[src/rtl/dcsc_pkg.sv]
package dcsc_pkg;
  localparam int FRAME_BITS = 8;
  localparam int CMD_W      = 3;
  localparam int DATA_W     = FRAME_BITS - CMD_W;

  typedef enum logic [CMD_W-1:0] {
    CMD_NOP  = 3'b100,
    CMD_GCFG = 3'b101
  } gcmd_e;

  typedef struct packed {
    logic slope_fast;
    logic spi_special;
    logic det_pol;
  } gcfg_t;
endpackage

[src/rtl/dcsc_sync.sv]
module dcsc_sync #(
  parameter int WIDTH  = 3,
  parameter int STAGES = 2,
  parameter logic [WIDTH-1:0] RST_VAL = '0
) (
  input  logic             clk,
  input  logic             rst,
  input  logic [WIDTH-1:0] d,
  output logic [WIDTH-1:0] q
);
  logic [WIDTH-1:0] stage_q [STAGES];

  always_ff @(posedge clk) begin
    if (rst) begin
      for (int i = 0; i < STAGES; i++) stage_q[i] <= RST_VAL;
    end else begin
      stage_q[0] <= d;
      for (int i = 1; i < STAGES; i++) stage_q[i] <= stage_q[i-1];
    end
  end

  assign q = stage_q[STAGES-1];
endmodule

[src/rtl/dcsc_spi_shifter.sv]
module dcsc_spi_shifter #(
  parameter int FRAME_BITS = 8
) (
  input  logic                  clk,
  input  logic                  rst,
  input  logic                  sck_s,
  input  logic                  cs_n_s,
  input  logic                  mosi_s,
  input  logic [FRAME_BITS-1:0] status_in,
  output logic                  cs_active,
  output logic                  frame_ok,
  output logic [FRAME_BITS-1:0] rx_byte,
  output logic [FRAME_BITS-1:0] snap,
  output logic                  miso,
  output logic                  miso_oe
);
  localparam int CNT_W = $clog2(FRAME_BITS + 1) + 1;
  localparam logic [CNT_W-1:0] CNT_MAX = '1;

  logic                  sck_d, cs_n_d, seen_rise;
  logic [CNT_W-1:0]      cnt_q;
  logic [FRAME_BITS-1:0] rx_q, tx_q, snap_q;
  logic                  oe_q;
  logic                  rise, fall, cs_fall, cs_rise;

  assign rise    = cs_active & sck_s & ~sck_d;
  assign fall    = cs_active & ~sck_s & sck_d;
  assign cs_fall = ~cs_n_s & cs_n_d;
  assign cs_rise = cs_n_s & ~cs_n_d;

  assign cs_active = ~cs_n_s;
  assign frame_ok  = cs_rise && (cnt_q == CNT_W'(FRAME_BITS));

  always_ff @(posedge clk) begin
    if (rst) begin
      sck_d     <= 1'b0;
      cs_n_d    <= 1'b1;
      seen_rise <= 1'b0;
      cnt_q     <= '0;
      rx_q      <= '0;
      tx_q      <= '0;
      snap_q    <= '0;
      oe_q      <= 1'b0;
    end else begin
      sck_d  <= sck_s;
      cs_n_d <= cs_n_s;
      oe_q   <= cs_active;
      if (cs_fall) begin
        cnt_q     <= '0;
        seen_rise <= 1'b0;
        tx_q      <= status_in;
        snap_q    <= status_in;
      end else begin
        if (rise) begin
          rx_q      <= {rx_q[FRAME_BITS-2:0], mosi_s};
          seen_rise <= 1'b1;
          if (cnt_q != CNT_MAX) cnt_q <= cnt_q + 1'b1;
        end
        if (fall && seen_rise) tx_q <= {tx_q[FRAME_BITS-2:0], 1'b0};
      end
    end
  end

  assign rx_byte = rx_q;
  assign snap    = snap_q;
  assign miso    = tx_q[FRAME_BITS-1];
  assign miso_oe = oe_q;
endmodule

[src/rtl/dcsc_reg_bank.sv]
module dcsc_reg_bank
  import dcsc_pkg::*;
#(
  parameter int NUM_CARDS = 2
) (
  input  logic                            clk,
  input  logic                            rst,
  input  logic                            commit,
  input  logic [FRAME_BITS-1:0]           cmd_byte,
  input  logic                            strap,
  output logic [NUM_CARDS*DATA_W-1:0]     card_cfg,
  output logic                            card_sel,
  output logic                            sync_mode,
  output gcfg_t                           gcfg
);
  logic [CMD_W-1:0]  cmd;
  logic [DATA_W-1:0] data;
  logic              async_hit, sync_hit, card_wr, gcfg_wr;

  assign cmd       = cmd_byte[FRAME_BITS-1 -: CMD_W];
  assign data      = cmd_byte[DATA_W-1:0];
  assign async_hit = ~cmd[2] & (cmd[1] == strap);
  assign sync_hit  = cmd[2] & cmd[1];
  assign card_wr   = commit & (async_hit | sync_hit);
  assign gcfg_wr   = commit & (cmd == CMD_GCFG);

  for (genvar g = 0; g < NUM_CARDS; g++) begin : g_card
    logic [DATA_W-1:0] cfg_q;
    always_ff @(posedge clk) begin
      if (rst)                                  cfg_q <= '0;
      else if (card_wr && (32'(cmd[0]) == g))   cfg_q <= data;
    end
    assign card_cfg[g*DATA_W +: DATA_W] = cfg_q;
  end

  always_ff @(posedge clk) begin
    if (rst) begin
      card_sel  <= 1'b0;
      sync_mode <= 1'b0;
      gcfg      <= '0;
    end else begin
      if (card_wr) begin
        card_sel  <= cmd[0];
        sync_mode <= cmd[2];
      end
      if (gcfg_wr) gcfg <= gcfg_t'(data[2:0]);
    end
  end
endmodule

[src/rtl/dcsc_irq_tracker.sv]
module dcsc_irq_tracker #(
  parameter int STATUS_W = 8
) (
  input  logic                clk,
  input  logic                rst,
  input  logic                read_done,
  input  logic [STATUS_W-1:0] delivered,
  input  logic [STATUS_W-1:0] status_in,
  output logic                irq
);
  logic [STATUS_W-1:0] ref_q, ref_next;
  logic                irq_q;

  assign ref_next = read_done ? delivered : ref_q;

  always_ff @(posedge clk) begin
    if (rst) begin
      ref_q <= '0;
      irq_q <= 1'b0;
    end else begin
      ref_q <= ref_next;
      irq_q <= (status_in != ref_next);
    end
  end

  assign irq = irq_q;
endmodule

[src/rtl/dcsc_cmd_decoder.sv]
module dcsc_cmd_decoder
  import dcsc_pkg::*;
#(
  parameter int SYNC_STAGES = 2
) (
  input  logic                  clk,
  input  logic                  rst,
  input  logic                  spi_sck,
  input  logic                  spi_cs_n,
  input  logic                  spi_mosi,
  input  logic                  strap_addr,
  input  logic [FRAME_BITS-1:0] status_in,
  output logic                  spi_miso,
  output logic                  spi_miso_oe,
  output logic [DATA_W-1:0]     card_a_cfg,
  output logic [DATA_W-1:0]     card_b_cfg,
  output logic                  card_sel,
  output logic                  sync_mode,
  output logic                  det_pol,
  output logic                  spi_special,
  output logic                  slope_fast,
  output logic                  irq
);
  localparam int NUM_CARDS = 2;

  logic [2:0]                      pins_s;
  logic                            cs_active, frame_ok;
  logic [FRAME_BITS-1:0]           rx_byte, snap;
  logic [NUM_CARDS*DATA_W-1:0]     card_cfg;
  gcfg_t                           gcfg;

  dcsc_sync #(.WIDTH(3), .STAGES(SYNC_STAGES), .RST_VAL(3'b010)) u_sync (
    .clk(clk), .rst(rst),
    .d({spi_sck, spi_cs_n, spi_mosi}),
    .q(pins_s)
  );

  dcsc_spi_shifter #(.FRAME_BITS(FRAME_BITS)) u_shift (
    .clk(clk), .rst(rst),
    .sck_s(pins_s[2]), .cs_n_s(pins_s[1]), .mosi_s(pins_s[0]),
    .status_in(status_in),
    .cs_active(cs_active), .frame_ok(frame_ok),
    .rx_byte(rx_byte), .snap(snap),
    .miso(spi_miso), .miso_oe(spi_miso_oe)
  );

  dcsc_reg_bank #(.NUM_CARDS(NUM_CARDS)) u_regs (
    .clk(clk), .rst(rst),
    .commit(frame_ok), .cmd_byte(rx_byte), .strap(strap_addr),
    .card_cfg(card_cfg), .card_sel(card_sel), .sync_mode(sync_mode),
    .gcfg(gcfg)
  );

  dcsc_irq_tracker #(.STATUS_W(FRAME_BITS)) u_irq (
    .clk(clk), .rst(rst),
    .read_done(frame_ok), .delivered(snap), .status_in(status_in),
    .irq(irq)
  );

  assign card_a_cfg  = card_cfg[0 +: DATA_W];
  assign card_b_cfg  = card_cfg[DATA_W +: DATA_W];
  assign det_pol     = gcfg.det_pol;
  assign spi_special = gcfg.spi_special;
  assign slope_fast  = gcfg.slope_fast;
endmodule

[config.mk]
export PLATFORM = sky130hd
export DESIGN_NAME = dcsc_cmd_decoder
export DESIGN_NICKNAME = d
export VERILOG_FILES = /design/src/rtl/dcsc_pkg.sv /design/src/rtl/dcsc_sync.sv /design/src/rtl/dcsc_spi_shifter.sv /design/src/rtl/dcsc_reg_bank.sv /design/src/rtl/dcsc_irq_tracker.sv /design/src/rtl/dcsc_cmd_decoder.sv
export SDC_FILE = /design/constraint.sdc
export NUM_CORES = 1
export LEC_CHECK = 0
export BUFFER_PORTS_ARGS = -buffer_cell sky130_fd_sc_hd__buf_4
export CAP_MARGIN = 20
export CORE_AREA = 2 2 84 86
export DETAILED_ROUTE_END_ITERATION = 8
export DIE_AREA = 0 0 86 88
export PLACE_DENSITY = 0.56
export SYNTH_ARGS = -nofsm -noshare
export SYNTH_HDL_FRONTEND = slang
export SYNTH_SLANG_ARGS = --single-unit
[constraint.sdc]
create_clock -name clk -period 2.3 [get_ports clk]
set_input_delay 0.46 -clock clk [delete_from_list [all_inputs] [get_ports clk]]
set_output_delay 0.46 -clock clk [all_outputs]
set_load 0.02 [all_outputs]
## Yosys cells after proc, flatten, opt, wreduce, memory -nomap -nowiden

Memory sizes are Yosys's and may differ from the RTL's.
Cells that the tools add are included.

- Register bits: 57
- Memory bits (writable): 6
- Logic and storage cells: 60
- Memories: 1

- Add/sub/neg operators: 1
- Equal/unequal tests: 5
- Muxes and demuxes: 8
- Bitwise gates (word level): 20
- Reduce and logical (&&, ||, !) cells: 8

Memory list:

| memory | words | width | read ports | clocked after memory_dff | write ports | line | source |
|---|---|---|---|---|---|---|---|
| u_sync.stage_q | 2 | 3 | 2 | 0 | 2 | dcsc_sync.sv:11 | `logic [WIDTH-1:0] stage_q [STAGES];` |

Operators by type and width:

| kind | number |
|---|---|
| 8-bit 2-to-1 mux | 3 |
| 1-bit bitwise AND | 10 |
| 8-bit != test | 1 |
| 1-bit NOT | 7 |
| 3-bit 2-to-1 mux | 2 |
| 5-bit by 1-bit adder with 5-bit output, second input constant | 1 |
| 5-bit by 4-bit equality test with 1-bit output, second input constant | 1 |
| 5-bit != test, second input constant | 1 |
| 1-bit logical AND | 4 |
| 2-bit AND reduction | 2 |
| 3-bit equality test, second input constant | 1 |
| 1-bit 2-to-1 mux | 3 |
| 1-bit OR | 3 |
| 2-bit nonzero test | 1 |
| 2-bit OR reduction | 1 |
| 1-bit equality test | 1 |

## Logic depth before layout (Yosys ltp)

- Depth after elaboration: 6
- Depth in mapped cells: 9
- Depth with buffers taken out: 7

## Cells and area by module

Synthesis repeated with hierarchy kept, for this count alone.

- Cell total of the unflattened synthesis: 259
- Area total of the unflattened synthesis: 2,606.2 um^2

By module, submodules not included:

| module | times used | cells each | area each (um^2) |
|---|---|---|---|
| dcsc_spi_shifter | 1 | 145 | 1,367.6 |
| dcsc_reg_bank | 1 | 61 | 665.6 |
| dcsc_irq_tracker | 1 | 38 | 392.9 |
| dcsc_sync | 1 | 15 | 180.2 |

## Worst setup path after synthesis

Ideal clock, no wire load.

- Kind: reg2reg
- From: register u_shift.cnt_q[2]
- To: register u_irq.irq_q, in the netlist u_irq.irq
- Arrival time: 1,872 ps
- Required time: 2,167 ps
- Slack: 295 ps
- Stages on the path, launching flop included: 8
- Path buffers: 2
- Clock period less this slack: 2,005 ps
- Path through: dfxtp_1 > or4b_4 > or2_1 > buf_6 > buf_12 > a2111oi_4 > nand3b_1 > a41oi_1

- Word-level cells in the longest chain between the ends: 4

Ends and longest elaborated chain:

| element | line | source |
|---|---|---|
| start, declared | dcsc_spi_shifter.sv:21 | `logic [CNT_W-1:0] cnt_q;` |
| start signal, assigned | dcsc_spi_shifter.sv:57 | `if (cnt_q != CNT_MAX) cnt_q <= cnt_q + 1'b1;` |
| 5-bit by 4-bit equality test with 1-bit output | dcsc_spi_shifter.sv:32 | `assign frame_ok = cs_rise && (cnt_q == CNT_W'(FRAME_BITS));` |
| 1-bit logical AND | dcsc_spi_shifter.sv:32 |  |
| 8-bit 2-to-1 mux | dcsc_irq_tracker.sv:14 | `assign ref_next = read_done ? delivered : ref_q;` |
| 8-bit != test | dcsc_irq_tracker.sv:22 | `irq_q <= (status_in != ref_next);` |
| end signal, assigned | dcsc_irq_tracker.sv:22 |  |
| end, declared | dcsc_irq_tracker.sv:12 | `logic irq_q;` |

Every way passes these cells.
A chain may end at the register's enable or synchronous reset.

## Worst setup path after layout

Ends and elaborated chain as after synthesis.

==> results.md <==
* PostCTS Resize Cnt at 0
* Main combinational cell family by area after synthesis: simple AND/OR/NAND/NOR gates
* Clock skew at slightly above 0.007 ns
* Syn_area_per_cell at 9.20 µm²
* Total Power at ~2200 µW
* Pins over their slew limit at 0
* Cell Area, Placed at ~2900 µm²
* Die X at 86 µm
* DRC viols at 0
* VDD IR max at approximately 0.42 mV
* Commonest non-fill, non-tap cell in the layout: dfxtp_1
* Leading cell types in the layout, fill and taps excluded: dfxtp_1, nand2_1, buf_4
* Data required time at the worst endpoint at ~2.5 ns
* Residual antenna-violating net count after detailed routing at 0
* Post-synth EDFFs at 0
* F_max at 477 MHz
* CTS Buf Count at 9
* Initial antenna violation count at 0
* Post-Synth XOR/XNOR Area at about 1.4%
* Critical Path Start: u_shift.cnt_q[2]
* Total track usage at 15.9%
* Async set-reset flop share out of synthesis at 0%
* Die height at 88 µm
* Worst R2R Start: u_shift.cnt_q[2]
* Vias at around 2,000
* Seq/Total Area, Yosys at 48.8%
* Clock root buffer: clkbuf_8
* Reg2reg setup slack at roughly 0.20 ns
* Synth Area in Compound Gates at 11.1%
* Min-Delay Startpoint: spi_cs_n
* Measured slew at the worst slew-check pin at ~0.63 ns
* Io pins at 32
* Crit-path max cell delay at between 0.5 and 0.6 ns
* Post-CTS Setup Bufs at 0
* # setup viols final at 0
* Relative slew margins at between 50% and 60%
* Vias/cell at between 4 and 5
* Area of the die at roughly 7600 µm²
* Synth warnings at 0
* Finished layout cell area at roughly 3100 µm²
* Synth cell types at 43
* Simple-gate share of the synthesized area at 21.7%
* Layout cells sized above 1 at approximately 22%
* Mapped Cells at between 200 and 300
* Post-Synth Adder-Cell Area at under 10%
* Worst skew pair latency at between 0.3 and 0.4 ns
* Largest net degree at the start of global routing at 57
* Critical Path AT at 2.29 ns
* Post-route minimum period at approximately 2.1 ns
* CP cell instances: or4b_4, or2_1, buf_4, mux2i_1, o221a_2, a41oi_1
* CTS hold repair buffers at 0
* CP delay by family, top: simple AND/OR/NAND/NOR gates
* CP Launch Type: register
* Placer congestion estimate at ~0.80
* Area growth, synth to finish at 19.1%
* Starting Density at between 30% and 40%
* Initial DRC count at ~80
* Drt wl/cell at 13.4 µm
* Final Hold Viols at 0
* Clock sinks at between 60 and 70
* Synthesized Nets at around 300
* Mux cell area share after synthesis at 10.4%
* Vias in the first global route at 1,957
* First-pass GRT wire length at between 9000 and 10,000 µm
* Fin crit share at a little over 90%
* Nets at around 330
* Buffers and inverters on the worst path at 1
* Static Leak at ~0.0012 µW
* Max-cap violations at 0
* Initial DRT Pass Iterations at 4
* Total gr overflow at 0
* Row count at 30
* Ys flop type: dfxtp_1
* Pwr Density at 719 nW/µm²
* Crit path kind: reg -> reg
* Max FO, Critical Path at 8
* Core Footprint at 6640 µm²
* #FFs+latches synth at between 60 and 70
* H-tree depth at 3
* DPL Wire Length at around 3700 µm
* Clock slew at reported path FFs at around 0.07 ns
* Drt total wl at ~5400 µm
* Syn Std Cell Area at approximately 2600 µm²
* RSZ-0062 raised after global routing: no
* Setup TNS at 0 ns
* Clk buf depth at 2
* CTS tree: yes
* IO buf count at 31
* Critical path's slowest cell: or4b_4
* Tightest Hold Check Type: in -> reg
* Critical Path Sink Type: register
* Final antenna diode count at 0
* Status: completed
==> state kept, by name, indices dropped and copies added, names as in the netlist <==
signal	count
u_shift.rx_byte	8
u_regs.gcfg	3
u_shift.cnt_q	5
u_shift.snap	8
u_shift.miso_oe	1
u_regs.card_sel	1
u_irq.ref_q	8
u_shift.cs_n_d	1
u_shift.seen_rise	1
u_regs.g_card.cfg_q	10
u_sync.stage_q	6
u_irq.irq	1
u_shift.sck_d	1
u_regs.sync_mode	1
u_shift.tx_q	8
==> through the flow <==
stage | worst slack [ns] | hold slack, ns | instances | utilization (%)
CTS | 0.187 | 0.286 | 400 | 46.3
global route | 0.0409 | 0.287 | 400 | 46.3
floorplan | 0.295 | 0.389 | 281 | -
finish | 0.203 | 0.302 | 400 | 46.3
global placement | 0.219 | 0.392 | 384 | 43.2
detailed placement | 0.196 | 0.395 | 384 | 43.2
==> cells in the mapped netlist (2+ instances only) <==
library cell / count / area share (%)
a21oi_1: 29 / 5.6
clkbuf_1: 10 / 1.5
clkbuf_8: 2 / 1.1
dfxtp_1: 63 / 49
ha_1: 3 / 1.5
inv_1: 9 / 1.3
mux2_2: 6 / 2.6
mux2i_1: 20 / 7.7
nand2_1: 49 / 7.1
nand2b_1: 6 / 1.5
nand3_1: 7 / 1.4
nand3b_1: 2 / 0.58
nand4_1: 2 / 0.48
nor2_1: 29 / 4.2
nor2b_1: 7 / 1.7
o21ai_0: 2 / 0.39
o221a_2: 2 / 0.87
o22a_1: 2 / 0.68
o22ai_1: 2 / 0.48
or2_2: 4 / 0.97
xor2_1: 3 / 1.0
==> cell type report <==
cell class,count,area [µm²]
tap,80,100
clock buffer,12,155
timing repair buffer,38,285
inverter,9,33.8
multi-input combinational,194,1190
clock inverter,4,53.8
fill,677,3570
sequential,63,1260
==> worst paths after layout <==
kind,endpoint,cells past startpoint
worst max-delay path,u_irq.irq,6
worst min register to register,u_sync.stage_q[0][4],1
worst min-delay path,u_sync.stage_q[0][1],2
worst max register to register,u_irq.irq,6
==> routing by layer <==
layer	global-route usage, %	part of all wire [%]	vias up	wire length [µm]
met5	0	0	-	0
met4	6.49	2.3	0	123
met3	5.66	4.2	11	227
met2	23.0	43	37	2320
met1	21.5	50	894	2690
li1	-	-	1019	-
==> kinds of logic after synthesis <==
family / count (synthesis)
buffers and inverters: 24
and+or+nand+nor: 117
DFF: 63
adders and majority gates: 3
xor gates and xnor gates: 4
AOI/OAI and AO/OA: 44
muxes: 26
==> power breakdown <==
part	total (µW)	internal [µW]	leakage (µW)	switching [µW]
clock network	1000	562	0.0000988	440
registers	1120	1110	0.000510	10.5
logic	95.2	40.5	0.000608	54.7
Power figures use the tool's default switching activity.
